[src/rtl/svb_pkg.sv]
package svb_pkg;
  // strobes from control to datapath, one cycle each
  typedef struct packed {
    logic storeEn;
    logic squashEn;
    logic drainPop;
  } svbStrobe_t;
endpackage

[src/rtl/svb_first_one.sv]
module svb_first_one #(
  parameter int W = 8
) (
  input  logic [W-1:0] req,
  output logic [W-1:0] grant
);
  logic found;
  always_comb begin
    grant = '0;
    found = 1'b0;
    for (int i = 0; i < W; i++) begin
      if (req[i] && !found) begin
        grant[i] = 1'b1;
        found    = 1'b1;
      end
    end
  end
endmodule

[src/rtl/svb_ctrl.sv]
module svb_ctrl
  import svb_pkg::*;
#(
  parameter int TASK_W = 3,
  parameter int DEPTH  = 8
) (
  input  logic              clk,
  input  logic              rstN,
  input  logic              stValid,
  input  logic              sqValid,
  input  logic              cmtValid,
  input  logic [TASK_W-1:0] cmtTask,
  input  logic [DEPTH-1:0]  stMatchVec,
  input  logic [DEPTH-1:0]  freeVec,
  input  logic [DEPTH-1:0]  drainVec,
  output logic              stReady,
  output logic              cmtBusy,
  output logic [TASK_W-1:0] drainTask,
  output svbStrobe_t        strobe,
  output logic [DEPTH-1:0]  wrSel,
  output logic [DEPTH-1:0]  popSel
);
  logic [DEPTH-1:0] freeOne;
  logic             matchAny;
  logic             drainMore;
  logic             busyQ;
  logic [TASK_W-1:0] drainTaskQ;

  svb_first_one #(.W(DEPTH)) freePick_i  (.req(freeVec),  .grant(freeOne));
  svb_first_one #(.W(DEPTH)) drainPick_i (.req(drainVec), .grant(popSel));

  assign matchAny  = |stMatchVec;
  assign drainMore = |(drainVec & (drainVec - 1'b1));

  assign stReady   = !busyQ && !sqValid && (matchAny || (|freeVec));
  assign wrSel     = matchAny ? stMatchVec : freeOne;
  assign cmtBusy   = busyQ;
  assign drainTask = drainTaskQ;

  always_comb begin
    strobe          = '0;
    strobe.storeEn  = stValid && stReady;
    strobe.squashEn = sqValid;
    strobe.drainPop = busyQ && (|drainVec);
  end

  always_ff @(posedge clk or negedge rstN) begin
    if (!rstN) begin
      busyQ      <= 1'b0;
      drainTaskQ <= '0;
    end else if (busyQ) begin
      busyQ <= drainMore;
    end else if (cmtValid) begin
      busyQ      <= 1'b1;
      drainTaskQ <= cmtTask;
    end
  end


  commit_starts_chk: assert property (@(posedge clk) disable iff (!rstN)
    (cmtValid && !cmtBusy) |=> cmtBusy);


  commit_ignored_chk: assert property (@(posedge clk) disable iff (!rstN)
    (cmtBusy && cmtValid) |=> $stable(drainTask));


  no_store_in_drain_chk: assert property (@(posedge clk) disable iff (!rstN)
    cmtBusy |-> !strobe.storeEn);
endmodule

[src/rtl/svb_data.sv]
module svb_data
  import svb_pkg::*;
#(
  parameter int ADDR_W = 8,
  parameter int DATA_W = 16,
  parameter int TASK_W = 3,
  parameter int DEPTH  = 8
) (
  input  logic              clk,
  input  logic              rstN,
  input  svbStrobe_t        strobe,
  input  logic [DEPTH-1:0]  wrSel,
  input  logic [DEPTH-1:0]  popSel,
  input  logic [TASK_W-1:0] stTask,
  input  logic [ADDR_W-1:0] stAddr,
  input  logic [DATA_W-1:0] stData,
  input  logic [TASK_W-1:0] sqTask,
  input  logic [TASK_W-1:0] drainTask,
  input  logic              ldValid,
  input  logic [TASK_W-1:0] ldTask,
  input  logic [ADDR_W-1:0] ldAddr,
  input  logic [DATA_W-1:0] memRdData,
  output logic [DEPTH-1:0]  stMatchVec,
  output logic [DEPTH-1:0]  freeVec,
  output logic [DEPTH-1:0]  drainVec,
  output logic [DATA_W-1:0] ldData,
  output logic              ldFromBuf,
  output logic              memRdEn,
  output logic [ADDR_W-1:0] memWrAddr,
  output logic [DATA_W-1:0] memWrData
);
  logic [DEPTH-1:0]  vld;
  logic [ADDR_W-1:0] addrQ [DEPTH];
  logic [TASK_W-1:0] taskQ [DEPTH];
  logic [DATA_W-1:0] dataQ [DEPTH];

  always_ff @(posedge clk or negedge rstN) begin
    if (!rstN) begin
      vld <= '0;
      for (int i = 0; i < DEPTH; i++) begin
        addrQ[i] <= '0;
        taskQ[i] <= '0;
        dataQ[i] <= '0;
      end
    end else begin
      for (int i = 0; i < DEPTH; i++) begin
        if (strobe.squashEn && vld[i] && (taskQ[i] >= sqTask)) begin
          vld[i] <= 1'b0;
        end else if (strobe.drainPop && popSel[i]) begin
          vld[i] <= 1'b0;
        end else if (strobe.storeEn && wrSel[i]) begin
          vld[i]   <= 1'b1;
          addrQ[i] <= stAddr;
          taskQ[i] <= stTask;
          dataQ[i] <= stData;
        end
      end
    end
  end

  genvar g;
  generate
    for (g = 0; g < DEPTH; g++) begin : gTag
      assign stMatchVec[g] = vld[g] && (addrQ[g] == stAddr) && (taskQ[g] == stTask);
      assign freeVec[g]    = !vld[g];
      assign drainVec[g]   = vld[g] && (taskQ[g] == drainTask);
    end
  endgenerate

  // closest visible version: largest task ID not above the requester
  logic              hit;
  logic [TASK_W-1:0] bestTask;
  logic [DATA_W-1:0] bestData;
  always_comb begin
    hit      = 1'b0;
    bestTask = '0;
    bestData = '0;
    for (int i = 0; i < DEPTH; i++) begin
      if (vld[i] && (addrQ[i] == ldAddr) && (taskQ[i] <= ldTask) &&
          (!hit || (taskQ[i] > bestTask))) begin
        hit      = 1'b1;
        bestTask = taskQ[i];
        bestData = dataQ[i];
      end
    end
  end

  assign ldFromBuf = ldValid && hit;
  assign memRdEn   = ldValid && !hit;
  assign ldData    = hit ? bestData : memRdData;

  always_comb begin
    memWrAddr = '0;
    memWrData = '0;
    for (int i = 0; i < DEPTH; i++) begin
      if (popSel[i]) begin
        memWrAddr = memWrAddr | addrQ[i];
        memWrData = memWrData | dataQ[i];
      end
    end
  end

  // checking state: duplicates and leftovers of a squash
  logic dupFound;
  always_comb begin
    dupFound = 1'b0;
    for (int i = 0; i < DEPTH; i++) begin
      for (int j = i + 1; j < DEPTH; j++) begin
        if (vld[i] && vld[j] && (addrQ[i] == addrQ[j]) && (taskQ[i] == taskQ[j]))
          dupFound = 1'b1;
      end
    end
  end

  logic              sqSeen;
  logic [TASK_W-1:0] sqTaskQ;
  always_ff @(posedge clk or negedge rstN) begin
    if (!rstN) begin
      sqSeen  <= 1'b0;
      sqTaskQ <= '0;
    end else begin
      sqSeen  <= strobe.squashEn;
      sqTaskQ <= sqTask;
    end
  end

  logic youngLeft;
  always_comb begin
    youngLeft = 1'b0;
    for (int i = 0; i < DEPTH; i++)
      if (vld[i] && (taskQ[i] >= sqTaskQ)) youngLeft = 1'b1;
  end


  one_version_chk: assert property (@(posedge clk) disable iff (!rstN)
    !dupFound);


  squash_clears_chk: assert property (@(posedge clk) disable iff (!rstN)
    sqSeen |-> !youngLeft);


  store_target_chk: assert property (@(posedge clk) disable iff (!rstN)
    strobe.storeEn |-> $onehot(wrSel & (stMatchVec | freeVec)));


  visible_only_chk: assert property (@(posedge clk) disable iff (!rstN)
    ldFromBuf |-> (bestTask <= ldTask));
endmodule

[src/rtl/spec_ver_store.sv]
module spec_ver_store
  import svb_pkg::*;
#(
  parameter int ADDR_W = 8,
  parameter int DATA_W = 16,
  parameter int TASK_W = 3,
  parameter int DEPTH  = 8
) (
  input  logic              clk,
  input  logic              rstN,
  input  logic              stValid,
  input  logic [TASK_W-1:0] stTask,
  input  logic [ADDR_W-1:0] stAddr,
  input  logic [DATA_W-1:0] stData,
  output logic              stReady,
  input  logic              ldValid,
  input  logic [TASK_W-1:0] ldTask,
  input  logic [ADDR_W-1:0] ldAddr,
  output logic [DATA_W-1:0] ldData,
  output logic              ldFromBuf,
  input  logic              cmtValid,
  input  logic [TASK_W-1:0] cmtTask,
  output logic              cmtBusy,
  input  logic              sqValid,
  input  logic [TASK_W-1:0] sqTask,
  output logic              memRdEn,
  output logic [ADDR_W-1:0] memRdAddr,
  input  logic [DATA_W-1:0] memRdData,
  output logic              memWrEn,
  output logic [ADDR_W-1:0] memWrAddr,
  output logic [DATA_W-1:0] memWrData
);
  svbStrobe_t        strobe;
  logic [DEPTH-1:0]  stMatchVec, freeVec, drainVec, wrSel, popSel;
  logic [TASK_W-1:0] drainTask;

  svb_ctrl #(.TASK_W(TASK_W), .DEPTH(DEPTH)) ctrl_i (
    .clk(clk), .rstN(rstN), .stValid(stValid), .sqValid(sqValid),
    .cmtValid(cmtValid), .cmtTask(cmtTask), .stMatchVec(stMatchVec),
    .freeVec(freeVec), .drainVec(drainVec), .stReady(stReady),
    .cmtBusy(cmtBusy), .drainTask(drainTask), .strobe(strobe),
    .wrSel(wrSel), .popSel(popSel)
  );

  svb_data #(.ADDR_W(ADDR_W), .DATA_W(DATA_W), .TASK_W(TASK_W), .DEPTH(DEPTH)) data_i (
    .clk(clk), .rstN(rstN), .strobe(strobe), .wrSel(wrSel), .popSel(popSel),
    .stTask(stTask), .stAddr(stAddr), .stData(stData), .sqTask(sqTask),
    .drainTask(drainTask), .ldValid(ldValid), .ldTask(ldTask), .ldAddr(ldAddr),
    .memRdData(memRdData), .stMatchVec(stMatchVec), .freeVec(freeVec),
    .drainVec(drainVec), .ldData(ldData), .ldFromBuf(ldFromBuf),
    .memRdEn(memRdEn), .memWrAddr(memWrAddr), .memWrData(memWrData)
  );

  assign memRdAddr = ldAddr;
  assign memWrEn   = strobe.drainPop;
endmodule

[config.mk]
export PLATFORM = sky130hd
export DESIGN_NAME = spec_ver_store
export DESIGN_NICKNAME = d
export VERILOG_FILES = /design/src/rtl/svb_pkg.sv /design/src/rtl/svb_first_one.sv /design/src/rtl/svb_ctrl.sv /design/src/rtl/svb_data.sv /design/src/rtl/spec_ver_store.sv
export SDC_FILE = /design/constraint.sdc
export NUM_CORES = 1
export LEC_CHECK = 0
export BUFFER_PORTS_ARGS = -buffer_cell sky130_fd_sc_hd__buf_4
export CORE_UTILIZATION = 65
export DETAILED_ROUTE_END_ITERATION = 8
export PLACE_DENSITY = 0.85
export SLEW_MARGIN = 20
export SYNTH_ARGS = -nofsm -noshare
export SYNTH_HDL_FRONTEND = slang
export SYNTH_HIERARCHICAL = 1
export SYNTH_SLANG_ARGS = --single-unit
[constraint.sdc]
create_clock -name clk -period 27.2 [get_ports clk]
set_input_delay 1.36 -clock clk [delete_from_list [all_inputs] [get_ports clk]]
set_output_delay 1.36 -clock clk [all_outputs]
set_load 0.02 [all_outputs]
==> impl_metrics.tcl <==
set metrics [dict create \
    timing_hold_violations_final 0 \
    buffer_ports.inserted 118 \
    seq_area_frac_synth_pct 37.0 \
    worstSetupEndpointType "output port" \
    setup.worst_path.start_class "primary input" \
    layout_commonest_cell "dfrtp_1" \
    net_sw_power_mw 0.484 \
    post_cts_hold_buffer_count 0 \
    synth_top_family_by_area "multiplexers" \
    fin_worst_skew_ps 25.4 \
    tns_ps 0 \
    synth_simple_gate_area_share_pct 10.1 \
    worstHoldPathType "reg2reg" \
    synth_top_flop_cell "dfrtp_1" \
    finalNetCount 1620 \
    postSynthAreaPerCell_um2 10.8 \
    rr_startpoint "data_i/taskQ[19]" \
    cp.required_ps 25840 \
    power.share.sequential_pct 40.5 \
    switching_share_pct 36.6 \
    worstSetupEndpoint "ldData[2]" \
    drt-initial-drc-count 1407 \
    synthXorXnorAreaFrac_pct 10.0 \
    setup_viol_count_final 0 \
    largest_cells_by_area_after_synthesis "dfrtp_1 37%, mux2_2 16%, xnor2_1 7.0%, a22oi_1 5.7%, ha_1 5.6%" \
    grt.overflow.total 0 \
    htree_num_levels 1 \
    reg2regPathDepth 9 \
    syn-num-nets 1569 \
    grtUsageMet1_pct 55.1 \
    maximum_cell_stage_delay_along_the_critical_path_ps 780 \
    detail_route.first_pass.iterations 6 \
    grt_antenna_before_repair 0 \
    path_type_of_the_worst_setup_path "in2out" \
    detail_route.drc_violations 0 \
    initial_core_util_pct 65.9 \
    power.clock.fraction_pct 28.6 \
    reg_to_reg_end "data_i/dataQ[40]" \
    postSynthRegisterBits 228 \
    grt_setup_unrepaired "no" \
    timing.max_cap.violations 0 \
    floorplan.core_area_um2 23400 \
    largest_net_degree_at_the_start_of_global_routing 92 \
    n_antenna_cell 0 \
    clkSlewWorstSetupHoldPaths_ps 60 \
    dieHeight_um 156 \
    final_max_slew_viol_count 0 \
    synth.distinct_cells 80 \
    critPathArrivalTime_ps 14440 \
    ioPinCount 119 \
    asyncSetResetFlopFracSynth_pct 100 \
    syn_to_final_growth_pct 12.3 \
    netlist_instances 1434 \
    static-leakage-power_nw 7.79 \
    tightestPinTransition_ps 1170 \
    final_cells 1823 \
    critPathMostFrequentCell "ha_1" \
    post_cts.resized_instances 0 \
    synth_top_area_cell "dfrtp_1" \
    cts.path.max_buffers 3 \
    tritoncts "yes" \
    die_area_um2 24400 \
    cts_num_sinks 228 \
    place_congestion 0.995 \
    detailed_place_hpwl_um 32600 \
    rrSetupSlack_ps 22540 \
    die-width_um 156 \
    worst_path_maximum_fanout 34 \
    power.combinational.fraction_pct 30.9 \
    layout_worst_path_cycle_share_pct 58.1 \
    cts-root-buf "clkbuf_16" \
    yosys_warnings 6 \
    total_cts_buffers 25 \
    routed-via-count 13100 \
    launch_point_of_the_critical_path "ldAddr[6]" \
    final_layout_size_suffix_gt1_share_pct 30.8 \
    p_per_area_nw_per_um2 76.3 \
    groute.layer.met2.usage_pct 62.4 \
    netlist_area_um2 15400 \
    numPlacedInstances 1776 \
    yosys-mux-area-fraction_pct 16.3 \
    global_router_s_overall_resource_usage_pct 41.3 \
    clock_period_minus_worst_slack_ps 15800 \
    synth_adder_area_share_pct 5.66 \
    timing.slew.headroom_pct 21.8 \
    global_route_wire_length_before_repair_um 75500 \
    count_of_flip_flops_with_a_built_in_enable_after_synthesis 0 \
    globalRouteMet3Util_pct 10.4 \
    antenna_violating_nets_post_route 0 \
    layout_common_cells "228 x dfrtp_1, 218 x mux2_2, 137 x buf_4" \
    gr-max-usage-layer "met2" \
    grt_pass1_vias 12700 \
    internal_power_mw 0.838 \
    fp-row-count 56 \
    synth_compound_gate_area_share_pct 16.2 \
    detail_route.vias_per_cell 7.19 \
    wl_per_cell_um 27.4 \
    synth.top_cell.area_share_pct 37.0 \
    worst_skew_pair.late_latency_ps 560 \
    total_wirelength_um 50000 \
    hold-worst-slack_ps 541 \
    outcome "complete, no violations" \
    fillers 1659 \
    maxClockFrequency_mhz 63.3 \
    vdd_drop_max_mv 0.0572 \
    worst_path_max_delay_cell "or2_1" \
    postCtsSetupBuffers 0 \
]
## sequential cells by signal (all words and copies together), names as in the netlist
signal            flops
data_i/dataQ        128
data_i/vld            8
ctrl_i/drainTask      3
data_i/addrQ         64
ctrl_i/cmtBusy        1
data_i/taskQ         24
## cells in the mapped netlist, types with 10 or more instances
master    number
nand2_1       34
mux2_2       218
nor4_1        14
nand2b_1      10
buf_4         13
o21ai_0       10
a21o_1        30
buf_6         12
xnor2_1      124
xor2_1        51
o311a_1       14
nand3_1       19
ha_1          69
a22oi_1      118
nor2b_1       22
a211oi_1      12
dfrtp_1      228
a21oi_1       17
nor3_1        35
nor2_1        52
nand4_1       54
clkbuf_1      78
inv_1         35
## cell type report
cell class                 count  area [um2]  area share (%)
timing repair buffer         140        1080            6.25
tap                          319         399            2.30
clock inverter                14         219            1.26
sequential                   228        5710            32.9
inverter                      35         131           0.758
multi-input combinational   1055        9090            52.5
clock buffer                  32         692            3.99
## routing by layer
metal | vias up | wire [um] | share of wire (%)
met5 | - | 0 | 0
met2 | 992 | 22000 | 44
li1 | 5447 | - | -
met3 | 198 | 6150 | 12
met4 | 0 | 2630 | 5.3
met1 | 6467 | 19200 | 38
## metrics by stage
| step | area (um2) | total power [mW] | util (%) | setup WS (ps) |
|---|---|---|---|---|
| 3_3_place_gp | 16400 | 0.914 | 70.0 | 11750 |
| 5_1_grt | 17300 | 1.37 | 74.0 | 10470 |
| 6_report | 17300 | 1.32 | 74.0 | 11400 |
| 3_5_place_dp | 16400 | 0.931 | 70.0 | 11250 |
| 4_1_cts | 17300 | 1.31 | 73.9 | 11210 |
| 2_1_floorplan | 15400 | 0.776 | - | 12930 |
## worst max-delay path, delay by kind of cell
kind / cells / cell delay (ps)
compound gates: 27 / 5170
xor+xnor: 1 / 160
fa+ha+maj: 7 / 1940
buf+inv: 5 / 900
mux: 2 / 750
simple gates: 17 / 4120
## cells by family (layout without fill, tap and decap cells)
kind of cell	after synthesis	count (layout)
multiplexers	223	223
AO/OA/AOI/OAI	310	310
flip-flops	228	228
buffers and inverters	151	221
adder cells (fa/ha/maj)	70	70
AND/OR/NAND/NOR	276	276
XOR/XNOR	176	176
## worst min-delay path by stage
stage	startpoint	slack [ps]	depth (start not counted)	end
2_1_floorplan	ctrl_i/drainTask[0]	460	1	ctrl_i/drainTask[0]
3_3_place_gp	data_i/dataQ[63]	520	1	data_i/dataQ[63]
3_5_place_dp	data_i/dataQ[126]	520	1	data_i/dataQ[126]
4_1_cts	data_i/dataQ[76]	540	1	data_i/dataQ[76]
5_1_grt	data_i/dataQ[54]	550	1	data_i/dataQ[54]
6_report	data_i/dataQ[22]	540	1	data_i/dataQ[22]
## power groups by stage
stage	combinational [mW]	sequential (mW)	clock, mW
CTS	0.401	0.529	0.379
floorplan	0.287	0.489	0
finish	0.408	0.536	0.378
global placement	0.384	0.530	0
detailed placement	0.398	0.533	0
global route	0.435	0.541	0.390
(Power assumes the default switching activity.)
